===== config.mk =====
export PLATFORM = sky130hd
export DESIGN_NAME = lcdi_init_seq
export DESIGN_NICKNAME = d
export VERILOG_FILES = /design/src/rtl/lcdi_pkg.sv /design/src/rtl/lcdi_step_table.sv /design/src/rtl/lcdi_wait_timer.sv /design/src/rtl/lcdi_nibble_lane.sv /design/src/rtl/lcdi_init_seq.sv
export SDC_FILE = /design/constraint.sdc
export NUM_CORES = 1
export LEC_CHECK = 0
export CORE_ASPECT_RATIO = 1.4
export CORE_MARGIN = 4
export CORE_UTILIZATION = 60
export CTS_CLUSTER_DIAMETER = 80
export DETAILED_ROUTE_END_ITERATION = 10
export DONT_BUFFER_PORTS = 1
export PLACE_DENSITY = 0.74
export SYNTH_ARGS = -nofsm -noshare
export SYNTH_HDL_FRONTEND = slang
export SYNTH_SLANG_ARGS = --single-unit

===== constraint.sdc =====
create_clock -name clk -period 7.1 [get_ports clk]
set_clock_uncertainty 0.1 [all_clocks]
set_input_delay 0.71 -clock clk [delete_from_list [all_inputs] [get_ports clk]]
set_output_delay 0.71 -clock clk [all_outputs]
set_load 0.05 [all_outputs]

===== src/rtl/lcdi_pkg.sv =====
// Shared types and instruction builders for the display power-up sequencer.
// Assumes: none beyond IEEE 1800-2017 packages.
package lcdi_pkg;

    localparam int STEP_W = 3;

    // Which fixed wait follows an instruction.
    typedef enum logic [1:0] {
        WT_SHORT = 2'd0,
        WT_FS    = 2'd1,
        WT_CLR   = 2'd2
    } wait_sel_e;

    // One entry of the start-up list.
    typedef struct packed {
        logic [7:0] code;
        logic       single;   // send upper nibble only (4-bit wake-up)
        wait_sel_e  wsel;
    } step_t;

    // Captured configuration bits.
    typedef struct packed {
        logic lines;
        logic font;
        logic incr;
        logic shift;
    } cfg_t;

    typedef enum logic [1:0] {
        SQ_POWER = 2'd0,
        SQ_ISSUE = 2'd1,
        SQ_GAP   = 2'd2,
        SQ_DONE  = 2'd3
    } sq_state_e;

    // Function set: bit 4 picks bus width, bit 3 lines, bit 2 font.
    function automatic logic [7:0] op_function(input logic wide, input cfg_t c);
        return {3'b001, wide, c.lines, c.font, 2'b00};
    endfunction

    function automatic logic [7:0] op_display(input logic [2:0] dcb);
        return {5'b00001, dcb};
    endfunction

    function automatic logic [7:0] op_entry(input cfg_t c);
        return {6'b000001, c.incr, c.shift};
    endfunction

    localparam logic [7:0] OP_CLEAR = 8'h01;
    localparam logic [7:0] OP_WAKE4 = 8'h20;

endpackage


===== src/rtl/lcdi_step_table.sv =====
// Start-up instruction list, indexed by step number.
// Assumes: idx never exceeds the last step; the caller stops at 'last'.
module lcdi_step_table
    import lcdi_pkg::*;
#(
    parameter bit         WIDE_BUS = 1'b1,
    parameter logic [2:0] DCB_BITS = 3'b100
) (
    input  cfg_t              cfg,
    input  logic [STEP_W-1:0] idx,
    output step_t             step,
    output logic              last
);

    generate
        if (WIDE_BUS) begin : g_wide
            // Four single-cycle instructions.
            always_comb begin
                step = '{code: op_function(1'b1, cfg), single: 1'b0, wsel: WT_FS};
                last = 1'b0;
                case (idx)
                    3'd0: step = '{code: op_function(1'b1, cfg), single: 1'b0, wsel: WT_FS};
                    3'd1: step = '{code: op_display(DCB_BITS),   single: 1'b0, wsel: WT_SHORT};
                    3'd2: step = '{code: OP_CLEAR,               single: 1'b0, wsel: WT_CLR};
                    default: begin
                        step = '{code: op_entry(cfg), single: 1'b0, wsel: WT_SHORT};
                        last = 1'b1;
                    end
                endcase
            end
        end else begin : g_narrow
            // Lone wake-up nibble, then four split instructions.
            always_comb begin
                step = '{code: OP_WAKE4, single: 1'b1, wsel: WT_SHORT};
                last = 1'b0;
                case (idx)
                    3'd0: step = '{code: OP_WAKE4,               single: 1'b1, wsel: WT_SHORT};
                    3'd1: step = '{code: op_function(1'b0, cfg), single: 1'b0, wsel: WT_FS};
                    3'd2: step = '{code: op_display(DCB_BITS),   single: 1'b0, wsel: WT_SHORT};
                    3'd3: step = '{code: OP_CLEAR,               single: 1'b0, wsel: WT_CLR};
                    default: begin
                        step = '{code: op_entry(cfg), single: 1'b0, wsel: WT_SHORT};
                        last = 1'b1;
                    end
                endcase
            end
        end
    endgenerate

endmodule


===== src/rtl/lcdi_wait_timer.sv =====
// Down-counter for fixed waits; 'expired' when it has reached zero.
// Assumes: a load of value V makes expired rise V cycles later.
module lcdi_wait_timer #(
    parameter int          CNT_W   = 8,
    parameter logic [CNT_W-1:0] RST_VAL = '0
) (
    input  logic             clk,
    input  logic             rst_n,
    input  logic             load,
    input  logic [CNT_W-1:0] load_val,
    output logic             expired
);

    logic [CNT_W-1:0] cnt_q;

    // Count toward zero; reset arms the power-up wait.
    always_ff @(posedge clk) begin
        if (!rst_n)           cnt_q <= RST_VAL;
        else if (load)        cnt_q <= load_val;
        else if (cnt_q != '0) cnt_q <= cnt_q - 1'b1;
    end

    assign expired = (cnt_q == '0);

    AST_TIMER_STEP: assert property (@(posedge clk) disable iff (!rst_n)
        (!load && cnt_q != '0) |=> (cnt_q == $past(cnt_q) - 1'b1));
    AST_TIMER_FLOOR: assert property (@(posedge clk) disable iff (!rst_n)
        (!load && expired) |=> expired);

endmodule


===== src/rtl/lcdi_nibble_lane.sv =====
// Places one half of a byte on data lines 7..4 for a 4-bit bus.
// Assumes: phase 0 is the upper half, phase 1 the lower half.
module lcdi_nibble_lane (
    input  logic [7:0] code,
    input  logic       phase,
    output logic [7:0] lane
);

    // Select the half and clear the unused lines.
    always_comb begin
        lane = phase ? {code[3:0], 4'b0000} : {code[7:4], 4'b0000};
    end

endmodule


===== src/rtl/lcdi_init_seq.sv =====
// Power-up sequencer: power wait, then each list entry as a bus request
// followed by its fixed wait, then init_done.
// Assumes: every wait parameter is at least 1; configuration is captured
// while rst_n is low.
module lcdi_init_seq
    import lcdi_pkg::*;
#(
    parameter bit         WIDE_BUS  = 1'b1,
    parameter int         PWR_CYC   = 2_100_000,
    parameter int         FS_CYC    = 2_100,
    parameter int         SHORT_CYC = 2_100,
    parameter int         CLR_CYC   = 80_000,
    parameter logic [2:0] DCB_BITS  = 3'b100
) (
    input  logic       clk,
    input  logic       rst_n,
    input  logic       cfg_lines,
    input  logic       cfg_font,
    input  logic       cfg_incr,
    input  logic       cfg_shift,
    input  logic       req_ready,
    output logic       req_valid,
    output logic [7:0] req_data,
    output logic       init_done
);

    localparam int MAX_A = (PWR_CYC > FS_CYC) ? PWR_CYC : FS_CYC;
    localparam int MAX_B = (SHORT_CYC > CLR_CYC) ? SHORT_CYC : CLR_CYC;
    localparam int MAX_W = (MAX_A > MAX_B) ? MAX_A : MAX_B;
    localparam int CNT_W = $clog2(MAX_W + 1);

    cfg_t              cfg_q;
    sq_state_e         state_q;
    logic [STEP_W-1:0] idx_q;
    logic              phase_q;
    step_t             step;
    logic              last;
    logic              accept;
    logic              more_nibble;
    logic              t_load;
    logic [CNT_W-1:0]  t_val;
    logic              t_expired;

    // Capture configuration while reset is held.
    always_ff @(posedge clk) begin
        if (!rst_n) cfg_q <= '{lines: cfg_lines, font: cfg_font, incr: cfg_incr, shift: cfg_shift};
    end

    lcdi_step_table #(.WIDE_BUS(WIDE_BUS), .DCB_BITS(DCB_BITS)) u_table (
        .cfg  (cfg_q),
        .idx  (idx_q),
        .step (step),
        .last (last)
    );

    assign accept      = req_valid && req_ready;
    assign more_nibble = !WIDE_BUS && !step.single && !phase_q;
    assign t_load      = accept && !more_nibble;

    // Wait length of the current entry, minus one for the load cycle.
    always_comb begin
        case (step.wsel)
            WT_FS:   t_val = CNT_W'(FS_CYC - 1);
            WT_CLR:  t_val = CNT_W'(CLR_CYC - 1);
            default: t_val = CNT_W'(SHORT_CYC - 1);
        endcase
    end

    lcdi_wait_timer #(.CNT_W(CNT_W), .RST_VAL(CNT_W'(PWR_CYC - 1))) u_timer (
        .clk      (clk),
        .rst_n    (rst_n),
        .load     (t_load),
        .load_val (t_val),
        .expired  (t_expired)
    );

    // Sequence control: power wait, issue, gap, done.
    always_ff @(posedge clk) begin
        if (!rst_n) begin
            state_q <= SQ_POWER;
            idx_q   <= '0;
            phase_q <= 1'b0;
        end else begin
            case (state_q)
                SQ_POWER: if (t_expired) state_q <= SQ_ISSUE;
                SQ_ISSUE: if (accept) begin
                    if (more_nibble) begin
                        phase_q <= 1'b1;
                    end else begin
                        phase_q <= 1'b0;
                        state_q <= SQ_GAP;
                    end
                end
                SQ_GAP: if (t_expired) begin
                    if (last) begin
                        state_q <= SQ_DONE;
                    end else begin
                        idx_q   <= idx_q + 1'b1;
                        state_q <= SQ_ISSUE;
                    end
                end
                default: state_q <= SQ_DONE;
            endcase
        end
    end

    generate
        if (WIDE_BUS) begin : g_lane8
            assign req_data = step.code;
        end else begin : g_lane4
            lcdi_nibble_lane u_lane (
                .code  (step.code),
                .phase (phase_q),
                .lane  (req_data)
            );
        end
    endgenerate

    assign req_valid = (state_q == SQ_ISSUE);
    assign init_done = (state_q == SQ_DONE);

    AST_REQ_HOLD: assert property (@(posedge clk) disable iff (!rst_n)
        (req_valid && !req_ready) |=> (req_valid && $stable(req_data)));
    AST_QUIET_AFTER_DONE: assert property (@(posedge clk) disable iff (!rst_n)
        init_done |-> !req_valid);
    AST_DONE_STICKY: assert property (@(posedge clk) disable iff (!rst_n)
        init_done |=> init_done);
    AST_ISSUE_AFTER_WAIT: assert property (@(posedge clk) disable iff (!rst_n)
        $rose(req_valid) |-> $past(t_expired));
    AST_CFG_FROZEN: assert property (@(posedge clk) disable iff (!rst_n)
        rst_n |=> $stable(cfg_q));
    AST_NIBBLE_PAIR: assert property (@(posedge clk) disable iff (!rst_n)
        (accept && more_nibble) |=> req_valid);

endmodule


After elaboration in Yosys (flattened, before gate mapping). Cells that the tools add are included.

Bits of input ports: 7. Flip-flop bits (word level): 31. Output and inout bits: 10.

Reductions and logical operators: 9. Multiplexer cells: 9. Equal/unequal tests: 9. Add/subtract/negate cells: 2.

Operators by type and width (count): $mux 22 (2); $pmux 9 s3 (1); $logic_not 22->1 (1); $reduce_bool 22->1 (1); $sub 22x1->22 const B (1); $mux 17 (1); $mux 2 (4); $eq 2x2->1 const B (3); $pmux 2 s3 (1); $reduce_and 3->1 (2); $ne 2x2->1 const B (2); $add 3x1->3 const B (1); $eq 3x1->1 const B (1); $eq 3x2->1 const B (1); $logic_not 3->1 (1); $reduce_or 3->1 (1); $eq 2x1->1 const B (1); $logic_not 2->1 (1); $ne 2x1->1 const B (1); $reduce_bool 2->1 (1); $logic_and 1x1->1 (1).

Logic depth before layout (Yosys ltp).
Word-level depth: 5. Mapped depth: 8. Gate-level depth less buffers: 7.

Cells and area by module. Synthesis repeated with hierarchy kept, for this count alone.

Cells, all modules: 192. Area total of the unflattened synthesis: 1760.4 um2.

By module, submodules not included: lcdi_wait_timer (area each 1296.2 um2, sequential area each 440.4 um2, cells an instance 144, times used 1); lcdi_init_seq (area each 366.6 um2, sequential area each 220.2 um2, cells an instance 32, times used 1); lcdi_step_table (area each 97.6 um2, sequential area each 0.0 um2, cells an instance 16, times used 1).

Least setup slack after synthesis. Ideal clock, no wire load.

Path kind: reg2out. From: register idx_q[0]. To: output req_data[1]. Path buffers: 0. Setup slack: 4047 ps. Cell stages (with the launch flop): 5. Arrival time: 2243 ps. Cell sequence: dfxtp_1 > inv_1 > ha_1 > or3_1 > a21boi_0.

Word-level cells in the longest chain between the ends: 2. Elaborated cells between the ends (all ways): 4. Classes of those cells: eq/ne: 2; mux: 1; reduce/logical: 1.

RTL lines: start: declaration (line lcdi_init_seq.sv:34) `logic [STEP_W-1:0] idx_q;`; start signal: assignment (line lcdi_init_seq.sv:98) `idx_q <= idx_q + 1'b1;`; $eq 3x2->1 (tied with other cells) (line lcdi_step_table.sv:21) `case (idx)`; $pmux 9 s3 (*) (line lcdi_step_table.sv:21); end: declaration (line lcdi_init_seq.sv:23) `output logic [7:0] req_data,`.

Every way passes the cells marked *; elsewhere a longest branch is shown, timed or not.

Worst setup path in the final report. Same ends and word-level chain as after synthesis.

==> impl_metrics.ini <==
[clock_network]
clock-sinks = 31
cts-hold-fix-buffers = 0
htree_levels = 2
tritoncts = done
clock_latency_ns = 0.33
clk_pin_slew_worst_paths_ns = 0.10
clk_path_buf_depth = 2
cts-root-buf = clkbuf_4
cts_buffers = 5
post_cts.repair.setup_buffers = 0
cts.repair.resized = 0

[pwr]
total_power_uw = 304.2
p_per_area_nw_per_um2 = 180.2
p_leak_nw = 0.6258
max-vdd-ir-drop_v = 0.00009274

[global_route]
grt_pass1_wl_um = 5616
grt-ovfl-total = 0
antenna_found_initial = 0
track_usage_pct = 20.84
grt_max_degree = 13
first_global_vias = 1239

[cells_and_area]
fillCellCount = 226
num_antenna_cells = 0
area_growth_pct = 3.135
multi_input_area_sq_um = 888.4
nets = 196
regArea_sq_um = 660.6
layout-drive-gt1-share_pct = 7.568

[synth]
synth_top_area_cell = dfxtp_1
synth_edf_count = 4
synthArstFlopShare_pct = 0
ys_warn_count = 0
mappedNetlistArea_sq_um = 1637
yosysTopAreaCellShare_pct = 33.03
synth_seq_cells = 31
syn_avg_cell_area_sq_um = 8.799
synth_common_cells = 27 x dfxtp_1, 22 x nor2_1, 12 x o21ai_0
syn_inst = 186
synth-seq-area-share_pct = 40.37
synth.distinct_cells = 43
synth.most_common_cell = dfxtp_1
synth_area_leaders = dfxtp_1 33%, edfxtp_1 7.3%, nor2_1 5.0%
synth_flop_cell = dfxtp_1

[sta]
rsz0062_at_grt = no
final-hold-violation-count = 0
slew_viol_final = 0
worst_slew_pin_slew_ns = 1.067
tns_ns = 0
setup_viol_count_final = 0
worst_hold_slack_ns = 0.3474
finalCriticalPeriod_ns = 3.172
timing.slew.headroom_pct = 28.52
fmax_mhz = 315.2
fin_crit_sh_pct = 44.68

[worst_setup_path]
worst_ep_required_time_ns = 6.29
worstSetupPathType = reg -> out
critPathMaxFanout = 7
crit_start = idx_q[0]
crit_path_end_kind = primary output
critPathArrivalTime_ns = 2.36
worstReg2RegStart = u_timer.cnt_q[0]
critPathLaunchType = register

[detailed_routing]
wl_um = 3305
first_pass_iters = 4
via_per_inst = 5.882
post_drt_wl_per_cell_um = 14.95
first_iter_violations = 51
drc = 0
ant_nets = 0
vias = 1300

[status]
status = complete, no violations

[min_path]
hp-start = rst_n
worstHoldPathType = in -> reg

[floorplanning]
initial_utilization_pct = 62.58
die_height_um = 69.80
core_area_sq_um = 2615
die_w_um = 52.14
die_area_sq_um = 3639
rows = 22
boundaryPins = 17

[placed_design]
portBuffers = 0
gp_congestion = 0.8195
hpwlAfterDp_um = 2405

[run]
drv_cap = 0
-- final cells by class --
cell class / count / area share [%]
clock inverters: 1 / 0.2965
flip-flops and latches: 31 / 39.14
clock buffers: 7 / 3.262
multi-input cells: 137 / 52.63
inverters: 9 / 2.001
well taps: 36 / 2.669
-- routing by layer --
| layer | up-vias | wire, um | GRT usage [%] |
|---|---|---|---|
| met1 | 604 | 1373 | 24.32 |
| li1 | 652 | - | - |
| met3 | 9 | 159 | 5.806 |
| met2 | 35 | 1667 | 33.99 |
| met4 | 0 | 104 | 10.23 |
| met5 | - | 0 | 0 |
-- state kept, by name (all words and copies together), names as in the netlist --
register,cells
u_timer.cnt_q,22
state_q,2
cfg_q,4
idx_q,3
-- layout by cell type, fill, tap and decap left out, types with 5 or more instances in the layout --
cell      Yosys  layout
xor2_1        5       5
clkbuf_4      0       5
inv_1         9       9
nor3_1        8       8
ha_1          5       5
o21ai_0      12      11
nor2_1       22      22
or3_1         9       9
a31oi_1       5       5
dfxtp_1      27      27
xnor2_1       7       7
nand2_1       8       8
a21oi_1      10      10
-- metrics by stage --
stage	instance area [sq um]	setup WS [ns]	cells	utilization (%)
2_1_floorplan	1640	4.047	187	-
3_3_place_gp	1628	4.343	213	62.25
3_5_place_dp	1628	4.286	213	62.25
4_1_cts	1688	3.904	221	64.55
5_1_grt	1688	3.827	221	64.55
6_report	1688	3.928	221	64.55
-- cells by family (layout without fill, tap and decap cells) --
logic type / after synthesis / after routing / share of synthesized area, %
AOI/OAI and AO/OA: 41 / 41 / 16.13
xor gates and xnor gates: 12 / 12 / 6.422
adders and majority gates: 5 / 5 / 3.823
buffers and inverters: 19 / 17 / 5.733
DFF: 31 / 31 / 40.37
muxes: 2 / 2 / 1.223
other: 1 / 2 / 0.2291
and+or+nand+nor: 75 / 75 / 26.07
-- critical path, cell delays in order (launching register included) --
cell and delay [ns]:
dfxtp_1 0.41, inv_1 0.09, ha_1 0.27, or3_1 0.44
a21boi_1 0.82
-- report_power, final --
| group | leakage [nW] | internal (mW) | switching [mW] |
|---|---|---|---|
| combinational | 0.333 | 0.00309 | 0.0103 |
| sequential | 0.258 | 0.181 | 0.00195 |
| clock | 0.0353 | 0.0479 | 0.0601 |
| total | 0.626 | 0.232 | 0.0723 |
-- worst paths after layout --
path,to,slack (ns),depth (start not counted)
hold reg to reg,u_timer.cnt_q[15],0.38,2
setup / recovery,req_data[1],3.93,4
hold / removal,u_timer.cnt_q[8],0.35,1
setup reg to reg,u_timer.cnt_q[10],4.52,7
(Power assumes the default switching activity.)
